`config.mk`:
```
export PLATFORM = sky130hd
export DESIGN_NAME = cfglink_target_regs
export DESIGN_NICKNAME = d
export VERILOG_FILES = /design/src/rtl/cfglink_pkg.sv /design/src/rtl/cfglink_ctrl.sv /design/src/rtl/cfglink_seq.sv /design/src/rtl/cfglink_rdmux.sv /design/src/rtl/cfglink_target_regs.sv
export SDC_FILE = /design/constraint.sdc
export NUM_CORES = 1
export LEC_CHECK = 0
export CORE_MARGIN = 2
export CORE_UTILIZATION = 48
export DETAILED_ROUTE_END_ITERATION = 6
export PLACE_DENSITY = 0.84
export SYNTH_ARGS = -nofsm -noshare
export SYNTH_HDL_FRONTEND = slang
export SYNTH_HIERARCHICAL = 1
export SYNTH_SLANG_ARGS = --single-unit
```
`constraint.sdc`:
```
create_clock -name clk -period 2.5 [get_ports clk]
set_clock_uncertainty 0.1 [all_clocks]
set_input_delay 0.75 -clock clk [delete_from_list [all_inputs] [get_ports clk]]
set_output_delay 0.75 -clock clk [all_outputs]
set_load 0.01 [all_outputs]
```
`src/rtl/cfglink_pkg.sv`:
```
package cfglink_pkg;

   localparam logic [11:0] OFS_CAPID  = 12'h200;
   localparam logic [11:0] OFS_STATUS = 12'h21C;
   localparam logic [11:0] OFS_MODE   = 12'h220;
   localparam logic [11:0] OFS_DATA   = 12'h228;
   localparam logic [11:0] OFS_PROG   = 12'h22C;
   localparam logic [11:0] OFS_ERRLAT = 12'h234;

   localparam logic [15:0] CAP_ID_VAL = 16'h000B;

   localparam int ST_READY  = 18;
   localparam int ST_ERR    = 19;
   localparam int ST_EN     = 20;
   localparam int ST_USER   = 21;
   localparam int ST_DONE   = 23;
   localparam int ST_FABCLK = 24;

   localparam int MD_MODE    = 0;
   localparam int MD_CLKSEL  = 1;
   localparam int MD_NCLK_LO = 8;
   localparam int PG_REQ     = 0;
   localparam int PG_XFER    = 1;
   localparam int EL_CFGERR  = 5;

   typedef enum logic [1:0] {
      PH_IDLE  = 2'd0,
      PH_WAIT  = 2'd1,
      PH_READY = 2'd2,
      PH_FLUSH = 2'd3
   } phase_t;

   typedef struct packed {
      logic       mode;
      logic       clksel;
      logic [7:0] nclk;
      logic       req;
      logic       xfer;
   } ctrl_t;

endpackage

```
`src/rtl/cfglink_ctrl.sv`:
```
module cfglink_ctrl
   import cfglink_pkg::*;
#(
   parameter int ADDR_W = 12,
   parameter int DATA_W = 32
) (
   input  logic              clk,
   input  logic              rst_n,
   input  logic              wr_en,
   input  logic [ADDR_W-1:0] addr,
   input  logic [DATA_W-1:0] wdata,
   output ctrl_t             ctrl,
   output logic              seq_err
);

   localparam logic [ADDR_W-1:0] A_MODE = ADDR_W'(OFS_MODE);
   localparam logic [ADDR_W-1:0] A_PROG = ADDR_W'(OFS_PROG);

   always_ff @(posedge clk or negedge rst_n) begin
      if (!rst_n) begin
         ctrl    <= '0;
         seq_err <= 1'b0;
      end else begin
         seq_err <= 1'b0;
         if (wr_en && addr == A_MODE) begin
            ctrl.mode   <= wdata[MD_MODE];
            ctrl.clksel <= wdata[MD_CLKSEL];
            ctrl.nclk   <= wdata[MD_NCLK_LO +: 8];
            // clock source has to be chosen before the mode bit goes up
            seq_err     <= wdata[MD_MODE] & ~ctrl.mode & ~ctrl.clksel;
         end
         if (wr_en && addr == A_PROG) begin
            ctrl.req  <= wdata[PG_REQ];
            ctrl.xfer <= wdata[PG_XFER];
         end
      end
   end

endmodule

```
`src/rtl/cfglink_seq.sv`:
```
module cfglink_seq
   import cfglink_pkg::*;
#(
   parameter int READY_DELAY = 4,
   parameter int FLUSH_WORDS = 4,
   parameter int IMAGE_WORDS = 6
) (
   input  logic  clk,
   input  logic  rst_n,
   input  ctrl_t ctrl,
   input  logic  data_wr,
   input  logic  err_evt,
   output logic  cfg_ready,
   output logic  cfg_done,
   output logic  err_live,
   output logic  err_latch,
   output logic  user_act
);

   localparam int WAIT_W = (READY_DELAY > 1) ? $clog2(READY_DELAY) : 1;
   localparam int WORD_W = $clog2(IMAGE_WORDS + 1);
   localparam int FL_W   = $clog2(FLUSH_WORDS + 1);

   phase_t            phase_q;
   logic [WORD_W-1:0] words_q;
   logic [FL_W-1:0]   fcnt_q;
   logic              done_q, err_live_q, err_latch_q, user_q;
   logic              wait_hit;

   generate
      if (READY_DELAY > 1) begin : g_wait_cnt
         logic [WAIT_W-1:0] wcnt_q;
         always_ff @(posedge clk or negedge rst_n) begin
            if (!rst_n)                 wcnt_q <= '0;
            else if (phase_q != PH_WAIT) wcnt_q <= '0;
            else                        wcnt_q <= wcnt_q + 1'b1;
         end
         assign wait_hit = (wcnt_q == WAIT_W'(READY_DELAY - 1));
      end else begin : g_wait_one
         assign wait_hit = 1'b1;
      end
   endgenerate

   always_ff @(posedge clk or negedge rst_n) begin
      if (!rst_n) begin
         phase_q     <= PH_IDLE;
         words_q     <= '0;
         fcnt_q      <= '0;
         done_q      <= 1'b0;
         err_live_q  <= 1'b0;
         err_latch_q <= 1'b0;
         user_q      <= 1'b0;
      end else begin
         case (phase_q)
            PH_IDLE: if (ctrl.req && ctrl.mode) begin
               phase_q    <= PH_WAIT;
               done_q     <= 1'b0;
               words_q    <= '0;
               err_live_q <= 1'b0;
            end
            PH_WAIT: begin
               if (!ctrl.req)    phase_q <= PH_IDLE;
               else if (wait_hit) phase_q <= PH_READY;
            end
            PH_READY: begin
               if (!ctrl.req) begin
                  phase_q <= PH_FLUSH;
                  fcnt_q  <= '0;
               end else if (data_wr && ctrl.xfer && !done_q) begin
                  words_q <= words_q + 1'b1;
                  if (words_q == WORD_W'(IMAGE_WORDS - 1)) done_q <= 1'b1;
               end
            end
            default: if (data_wr) begin
               if (fcnt_q == FL_W'(FLUSH_WORDS - 1)) phase_q <= PH_IDLE;
               else                                  fcnt_q  <= fcnt_q + 1'b1;
            end
         endcase
         if (err_evt) begin
            err_live_q  <= 1'b1;
            err_latch_q <= 1'b1;
         end
         user_q <= (phase_q == PH_IDLE) && done_q && !err_latch_q && !err_evt
                   && !ctrl.mode && !ctrl.clksel;
      end
   end

   assign cfg_ready = (phase_q == PH_READY) || (phase_q == PH_FLUSH);
   assign cfg_done  = done_q;
   assign err_live  = err_live_q;
   assign err_latch = err_latch_q;
   assign user_act  = user_q;

   AST_READY_HELD_REQ: assert property (@(posedge clk) disable iff (!rst_n)
      $rose(cfg_ready) |-> $past(ctrl.req));
   AST_READY_FALL_ON_FLUSH: assert property (@(posedge clk) disable iff (!rst_n)
      $fell(cfg_ready) |-> $past(data_wr));
   AST_DONE_ON_WORD: assert property (@(posedge clk) disable iff (!rst_n)
      $rose(cfg_done) |-> $past(data_wr && ctrl.xfer));
   AST_LATCH_STICKY: assert property (@(posedge clk) disable iff (!rst_n)
      err_latch |=> err_latch);
   AST_USER_AFTER_LOAD: assert property (@(posedge clk) disable iff (!rst_n)
      user_act |-> (cfg_done && !err_latch && !ctrl.mode));

endmodule

```
`src/rtl/cfglink_rdmux.sv`:
```
module cfglink_rdmux
   import cfglink_pkg::*;
#(
   parameter int ADDR_W = 12,
   parameter int DATA_W = 32
) (
   input  logic [ADDR_W-1:0] addr,
   input  ctrl_t             ctrl,
   input  logic              cfg_ready,
   input  logic              cfg_done,
   input  logic              err_live,
   input  logic              err_latch,
   input  logic              user_act,
   output logic [DATA_W-1:0] rd_word
);

   always_comb begin
      rd_word = '0;
      case (addr)
         ADDR_W'(OFS_CAPID):  rd_word[15:0] = CAP_ID_VAL;
         ADDR_W'(OFS_STATUS): begin
            rd_word[ST_READY]  = cfg_ready;
            rd_word[ST_ERR]    = err_live;
            rd_word[ST_EN]     = 1'b1;
            rd_word[ST_USER]   = user_act;
            rd_word[ST_DONE]   = cfg_done;
            rd_word[ST_FABCLK] = user_act;
         end
         ADDR_W'(OFS_MODE): begin
            rd_word[MD_MODE]         = ctrl.mode;
            rd_word[MD_CLKSEL]       = ctrl.clksel;
            rd_word[MD_NCLK_LO +: 8] = ctrl.nclk;
         end
         ADDR_W'(OFS_PROG): begin
            rd_word[PG_REQ]  = ctrl.req;
            rd_word[PG_XFER] = ctrl.xfer;
         end
         ADDR_W'(OFS_ERRLAT): rd_word[EL_CFGERR] = err_latch;
         default: rd_word = '0;
      endcase
   end

endmodule

```
`src/rtl/cfglink_target_regs.sv`:
```
module cfglink_target_regs
   import cfglink_pkg::*;
#(
   parameter int ADDR_W      = 12,
   parameter int DATA_W      = 32,
   parameter int READY_DELAY = 4,
   parameter int FLUSH_WORDS = 4,
   parameter int IMAGE_WORDS = 6,
   parameter int SYNC_STAGES = 2
) (
   input  logic              clk,
   input  logic              rst_n,
   input  logic              wr_en,
   input  logic              rd_en,
   input  logic [ADDR_W-1:0] addr,
   input  logic [DATA_W-1:0] wdata,
   output logic [DATA_W-1:0] rdata,
   output logic              rd_valid,
   input  logic              err_inject,
   output logic              clk_sel_pma,
   output logic              user_mode
);

   generate
      if (DATA_W != 32) begin : g_bad_data
         $error("cfglink_target_regs: DATA_W must be 32");
      end
      if (ADDR_W < 10 || ADDR_W > 12) begin : g_bad_addr
         $error("cfglink_target_regs: ADDR_W must be 10..12");
      end
      if (READY_DELAY < 1) begin : g_bad_delay
         $error("cfglink_target_regs: READY_DELAY must be at least 1");
      end
      if (FLUSH_WORDS < 1 || IMAGE_WORDS < 1) begin : g_bad_counts
         $error("cfglink_target_regs: FLUSH_WORDS and IMAGE_WORDS must be positive");
      end
   endgenerate

   ctrl_t             ctrl;
   logic              seq_err, err_sync, err_evt, data_wr;
   logic              cfg_ready, cfg_done, err_live, err_latch, user_act;
   logic [DATA_W-1:0] rd_word;

   generate
      if (SYNC_STAGES > 0) begin : g_err_sync
         logic [SYNC_STAGES:0] chain;
         assign chain[0] = err_inject;
         for (genvar i = 0; i < SYNC_STAGES; i++) begin : g_stage
            always_ff @(posedge clk or negedge rst_n) begin
               if (!rst_n) chain[i+1] <= 1'b0;
               else        chain[i+1] <= chain[i];
            end
         end
         assign err_sync = chain[SYNC_STAGES];
      end else begin : g_err_direct
         assign err_sync = err_inject;
      end
   endgenerate

   assign data_wr = wr_en && (addr == ADDR_W'(OFS_DATA));
   assign err_evt = err_sync | seq_err;

   cfglink_ctrl #(.ADDR_W(ADDR_W), .DATA_W(DATA_W)) ctrl_i (
      .clk(clk), .rst_n(rst_n), .wr_en(wr_en), .addr(addr), .wdata(wdata),
      .ctrl(ctrl), .seq_err(seq_err)
   );

   cfglink_seq #(
      .READY_DELAY(READY_DELAY), .FLUSH_WORDS(FLUSH_WORDS), .IMAGE_WORDS(IMAGE_WORDS)
   ) seq_i (
      .clk(clk), .rst_n(rst_n), .ctrl(ctrl), .data_wr(data_wr), .err_evt(err_evt),
      .cfg_ready(cfg_ready), .cfg_done(cfg_done), .err_live(err_live),
      .err_latch(err_latch), .user_act(user_act)
   );

   cfglink_rdmux #(.ADDR_W(ADDR_W), .DATA_W(DATA_W)) rdmux_i (
      .addr(addr), .ctrl(ctrl), .cfg_ready(cfg_ready), .cfg_done(cfg_done),
      .err_live(err_live), .err_latch(err_latch), .user_act(user_act),
      .rd_word(rd_word)
   );

   always_ff @(posedge clk or negedge rst_n) begin
      if (!rst_n) begin
         rdata    <= '0;
         rd_valid <= 1'b0;
      end else begin
         rd_valid <= rd_en;
         if (rd_en) rdata <= rd_word;
      end
   end

   assign clk_sel_pma = ctrl.clksel;
   assign user_mode   = user_act;

   AST_CLKSEL_FIRST: assert property (@(posedge clk) disable iff (!rst_n)
      ($rose(ctrl.mode) && !$past(ctrl.clksel)) |=> err_latch);
   AST_RD_VALID_TIMING: assert property (@(posedge clk) disable iff (!rst_n)
      rd_en |=> rd_valid);
   AST_USER_PORT_SOURCE: assert property (@(posedge clk) disable iff (!rst_n)
      $rose(user_mode) |-> $past(!ctrl.mode && !ctrl.clksel));

endmodule

```
==> run metrics, run 1 <==
final hold slack 0.253 ns; layout cells sized above 1 31.8%; DRC viols 0; die area 7470 µm²; CP Capture Type flip-flop; Final Hold Viols 0; Syn Area/Cell 13.6 µm²; Vias/cell 5.19; critical path data arrival time 2.48 ns; Final #Nets 381; Die W 86.5 µm; Tmin final 2.35 ns; placeable core region 6680 µm²; Final Slew Violations 0; largest net degree at the start of global routing 63; worst hold path class reg2reg; MaxCap Viol Count 0; WL final 6170 µm; dominant cells by area after synthesis dfrtp_1 (48%), mux2_4 (18%), ha_1 (3.8%); DR WL/cell 15.2 µm; # diodes 0; Placer Congestion 0.754; Top FF cell, synth dfrtp_1; fill cell count 501; count leader, synth dfrtp_1; Worst Setup Start Kind primary input; RSZ-0062 raised after global routing no; synth cell count leaders dfrtp_1 (62), mux2_4 (39), buf_4 (15); Synth Instances 240; Initial Util 48.8%; die height 86.5 µm; clock slew at reported path FFs 0.07 ns; num ports 84; post-route ant nets 0; Post-CTS Setup Bufs 0; Clock Latency Late Sink 0.34 ns; first drt pass iteration count 5; TritonCTS clock tree done; HPWL after DPL 4410 µm; Iter 0 DRT Violations 102; status completed; Synth Warn # 6; vias in the first global route 2076; top-area cell type share of the netlist area 47.5%; Tot GR Track Use 17.5%; Synth Cell Area 3260 µm²; #FFs+latches synth 62; Clock Tree Buf Depth 2; PD cells 588 nW/µm²; area added between synthesis and finish 29.8%; clk sink count 62; post-synthesis sequential area ratio 47.5%; Max FO, Critical Path 8; Clock H-tree levels 3; initial antenna violation count 0; Peak supply drop 0.000343 V; Synth async-reset ratio 100%; Finished Cell Area 4240 µm²; Post-synth EDFFs 0; root buffer cell clkbuf_8; critical path type in2reg; final setup violation count 0; TritonCTS buffer count 9; Cell Area, Placed 3980 µm²; Leakage 2.03 nW; unique cell type count in the Yosys netlist 50; R2R setup slack 0.66 ns; Fmax 0.425 GHz; top cell type by total area after synthesis dfrtp_1; Port Buf Inserts 61; Pwr Total 0.00249 W; GRT Residual Overflow 0; Period Utilization, post-route 94.0%; Req. time, crit path 2.63 ns; row cnt 30; first-pass GRT wire length 10100 µm; Vias 2111
cell usage in the layout (no fill, tap or decap), types with 4 or more instances in the layout:
cell | Yosys | final
a211oi_1 | 4 | 4
a21oi_1 | 4 | 4
and2_1 | 14 | 14
buf_4 | 15 | 14
clkbuf_8 | 0 | 10
clkdlybuf4s50_1 | 0 | 59
conb_1 | 1 | 14
dfrtp_1 | 62 | 62
ha_1 | 10 | 10
inv_1 | 7 | 7
mux2_2 | 8 | 8
mux2_4 | 39 | 39
nor2_1 | 11 | 11
nor3_2 | 3 | 4
o21ai_0 | 6 | 6
path summary, 6_finish.rpt:
path | from | cells after the start | to
max | addr[3] | 8 | seq_i/words_q[2]
min | g_err_sync.chain[1] | 0 | err_sync
max reg2reg | seq_i/phase_q[0] | 6 | seq_i/fcnt_q[2]
min reg2reg | g_err_sync.chain[1] | 0 | err_sync
max in group asynchronous | rst_n | 2 | ctrl_i/seq_err
min in group asynchronous | rst_n | 2 | rdata[29]
where the power goes:
group	internal [W]	total [W]	switching, W
Clock	0.000691	0.00108	0.000392
Sequential	0.00105	0.00109	0.0000347
Combinational	0.000185	0.000324	0.000139
Total	0.00193	0.00249	0.000566
flip-flops by register name, indices dropped and copies added (netlist names):
register and flops:
seq_i/err_live 1, seq_i/phase_q 2, seq_i/user_act 1, seq_i/words_q 3
err_sync 1, rd_valid 1, ctrl_i/seq_err 1, seq_i/fcnt_q 3
seq_i/g_wait_cnt.wcnt_q 2, rdata 32, seq_i/cfg_done 1, seq_i/err_latch 1
g_err_sync.chain 1, ctrl_i/ctrl 12
critical path, cell delays in order:
cell and delay (ns):
clkdlybuf4s50_1 0.49, nor4bb_1 0.25, and4_2 0.30, buf_4 0.13, nand4b_4 0.16, o21a_1 0.21, nor2_1 0.11, o21ai_1 0.07
cell type report:
type / count / area (µm²) / area share, %
clock buffers: 11 / 141 / 3.34
clock inverters: 5 / 106 / 2.51
inverters: 8 / 30.0 / 0.709
multi-input cells: 163 / 1540 / 36.4
flip-flops and latches: 62 / 1550 / 36.6
well taps: 80 / 100 / 2.36
repair buffers: 78 / 766 / 18.1
metrics by stage:
step                worst slack, ns  cells  util [%]  setup TNS [ns]
floorplan                     0.382    253         -               0
global placement             -0.152    391      59.6           -3.10
detailed placement           -0.258    391      59.6           -4.05
CTS                          0.0991    407      63.3               0
global route                 0.0157    407      63.4               0
finish                        0.150    407      63.4               0
per-layer routing:
layer | vias to the layer above | global-route usage, % | wire (µm)
li1 | 994 | - | -
met1 | 1050 | 21.5 | 2600
met2 | 51 | 28.3 | 3130
met3 | 16 | 5.62 | 268
met4 | 0 | 7.67 | 169
met5 | - | 0 | 0
cell families after synthesis:
| logic type | Yosys count | share of synthesized area [%] |
|---|---|---|
| buf+inv | 28 | 6.90 |
| other cells | 1 | 0.115 |
| simple gates | 67 | 15.8 |
| fa+ha+maj | 10 | 3.83 |
| mux | 47 | 20.7 |
| flops | 62 | 47.5 |
| compound gates | 25 | 5.14 |
timing repair:
item                       CTS  global route
gates resized for setup      0             2
setup endpoints to repair    0             1
hold endpoints to repair     0             0
hold buffers                 0             0
(Power assumes the default switching activity.)
==> run 2: changes to the inputs <==
DONT_BUFFER_PORTS = 1   (was unset)
PLACE_DENSITY = 0.68   (was 0.84)
==> run 2 against run 1 <==
Clock-buffer cell count is the same. Critical path depth shrank 4. Hold slack lost 0.075 ns. Sequential power is essentially flat. Total power shrank 10%. Cell count shrank 18%. Global-route usage shrank 1.0 points. Clock power shrank 10%. Critical endpoint is now rdata[24]. Non-clock buffer count shrank 74. Design area shrank 18%. Routed wire length shrank 8.1%. Largest cell class unchanged. Combinational power shrank 47%.
==> run metrics, run 2 (synthesis results as in run 1) <==
register area 1550 µm²; Largest Register rdata; Fmax 0.518 GHz; num ports 84; critical path type in2reg; number of cells on the worst reg-to-reg path 6; Placer Congestion 0.718; fill cell count 581; Final Slew Violations 0; RSZ-0062 raised after global routing no; row cnt 30; worst hold path class in2async; Clock Latency Late Sink 0.33 ns; WL final 5680 µm; initial antenna violation count 0; critical path data arrival time 2.10 ns; fin worst setup slack 0.570 ns; slowest CP cell or4b_4; placeable core region 6680 µm²; Cell Area, Placed 3230 µm²; Die W 86.5 µm; reg2reg end seq_i/fcnt_q[0]; Finished Cell Area 3490 µm²; Tot GR Track Use 16.5%; Initial Util 48.8%; Sum Neg Setup Slack 0 ns; post-route ant nets 0; area added between synthesis and finish 6.98%; DRC viols 0; first-pass GRT wire length 9340 µm; CP Capture Type flip-flop; Final #Nets 307; # diodes 0; top flop regs rdata (32), ctrl_i/ctrl (12); root buffer cell clkbuf_8; crit path from addr[8]; status completed; TritonCTS clock tree done; CTS hold repair buffers 2; Peak supply drop 0.000325 V; Worst R2R Start seq_i/phase_q[0]; die area 7470 µm²; clock slew at reported path FFs 0.07 ns; Vias 1810; Worst Setup Start Kind primary input; R2R setup slack 0.63 ns; commonest non-fill, non-tap cells in the layout dfrtp_1 (62), mux2_4 (39), and2_1 (14), conb_1 (14); HPWL after DPL 3820 µm; first drt pass iteration count 4; largest net degree at the start of global routing 59; Vias/cell 5.45; number of flip-flops in the largest register 32; Clock H-tree levels 3; Critical Path Max Stage Delay 0.56 ns; Tmin final 1.93 ns; PD cells 642 nW/µm²; Leakage 1.72 nW; area used by multi-input combinational logic 1540 µm²; Final Hold Viols 0; # resized after CTS 0; MaxCap Viol Count 0; Port Buf Inserts 0; Period Utilization, post-route 77.2%; vias in the first global route 1810; Final Util 52.2%; Req. time, crit path 2.67 ns; Iter 0 DRT Violations 79; die height 86.5 µm; worst-path cell chain or4b_4 -> nor3_2 -> and2_1 -> mux2_4; layout cells sized above 1 34.1%; final setup violation count 0; TritonCTS buffer count 9; pre-CTS WS 0.203 ns; Max FO, Critical Path 5; most common cell after layout, fill and taps aside dfrtp_1; clk sink count 62; DR WL/cell 17.1 µm; Clock Tree Buf Depth 2; GRT Residual Overflow 0; Post-CTS Setup Bufs 0
## run 2: cell count changes in the layout (fill, tap and decap cells not counted), moves of 2 or more
cell             before  now
clkdlybuf4s50_1      59    0
buf_12                3    0
clkinv_2              0    2
buf_4                14    2
buf_2                 2    0
## run 2: layer usage
metal / GRT usage [%] / wire, µm / part of all wire (%)
met1: 21.9 / 2570 / 45
met5: 0 / 0 / 0
met4: 7.67 / 95 / 1.7
met3: 5.24 / 346 / 6.1
met2: 24.6 / 2660 / 47
## run 2: stage by stage
stage / power, W / hold slack, ns / instances
after floorplan: 0.00128 / 0.231 / 253
after global placement: 0.00126 / 0.236 / 315
after detailed placement: 0.00127 / 0.236 / 315
after CTS: 0.00228 / 0.178 / 332
after global routing: 0.00236 / 0.182 / 332
final: 0.00224 / 0.179 / 332
## run 2: worst max-delay path by stage
stage / slack [ns] / to / cells after the start
2_1_floorplan: 0.38 / rdata[3] / 4
3_3_place_gp: 0.24 / rdata[24] / 4
3_5_place_dp: 0.20 / rdata[24] / 4
4_1_cts: 0.56 / rdata[24] / 4
5_1_grt: 0.46 / seq_i/fcnt_q[2] / 5
6_report: 0.57 / rdata[24] / 4
## run 2: power by group
group	internal, W	switching [W]
registers	0.00105	0.0000495
logic	0.0000972	0.0000756
clock network	0.000607	0.000360
## run 2: area by class of cell
cell class,count,area share [%]
Tap cell,80,2.87
Timing Repair Buffer,4,1.51
Clock inverter,4,2.01
Multi-Input combinational cell,163,44.0
Inverter,8,0.860
Sequential cell,62,44.4
Clock buffer,11,4.34
## run 2: worst max-delay path: cells and delay by family
kind / cells / cell delay, ns
mux: 1 / 0.14
simple gates: 3 / 1.22
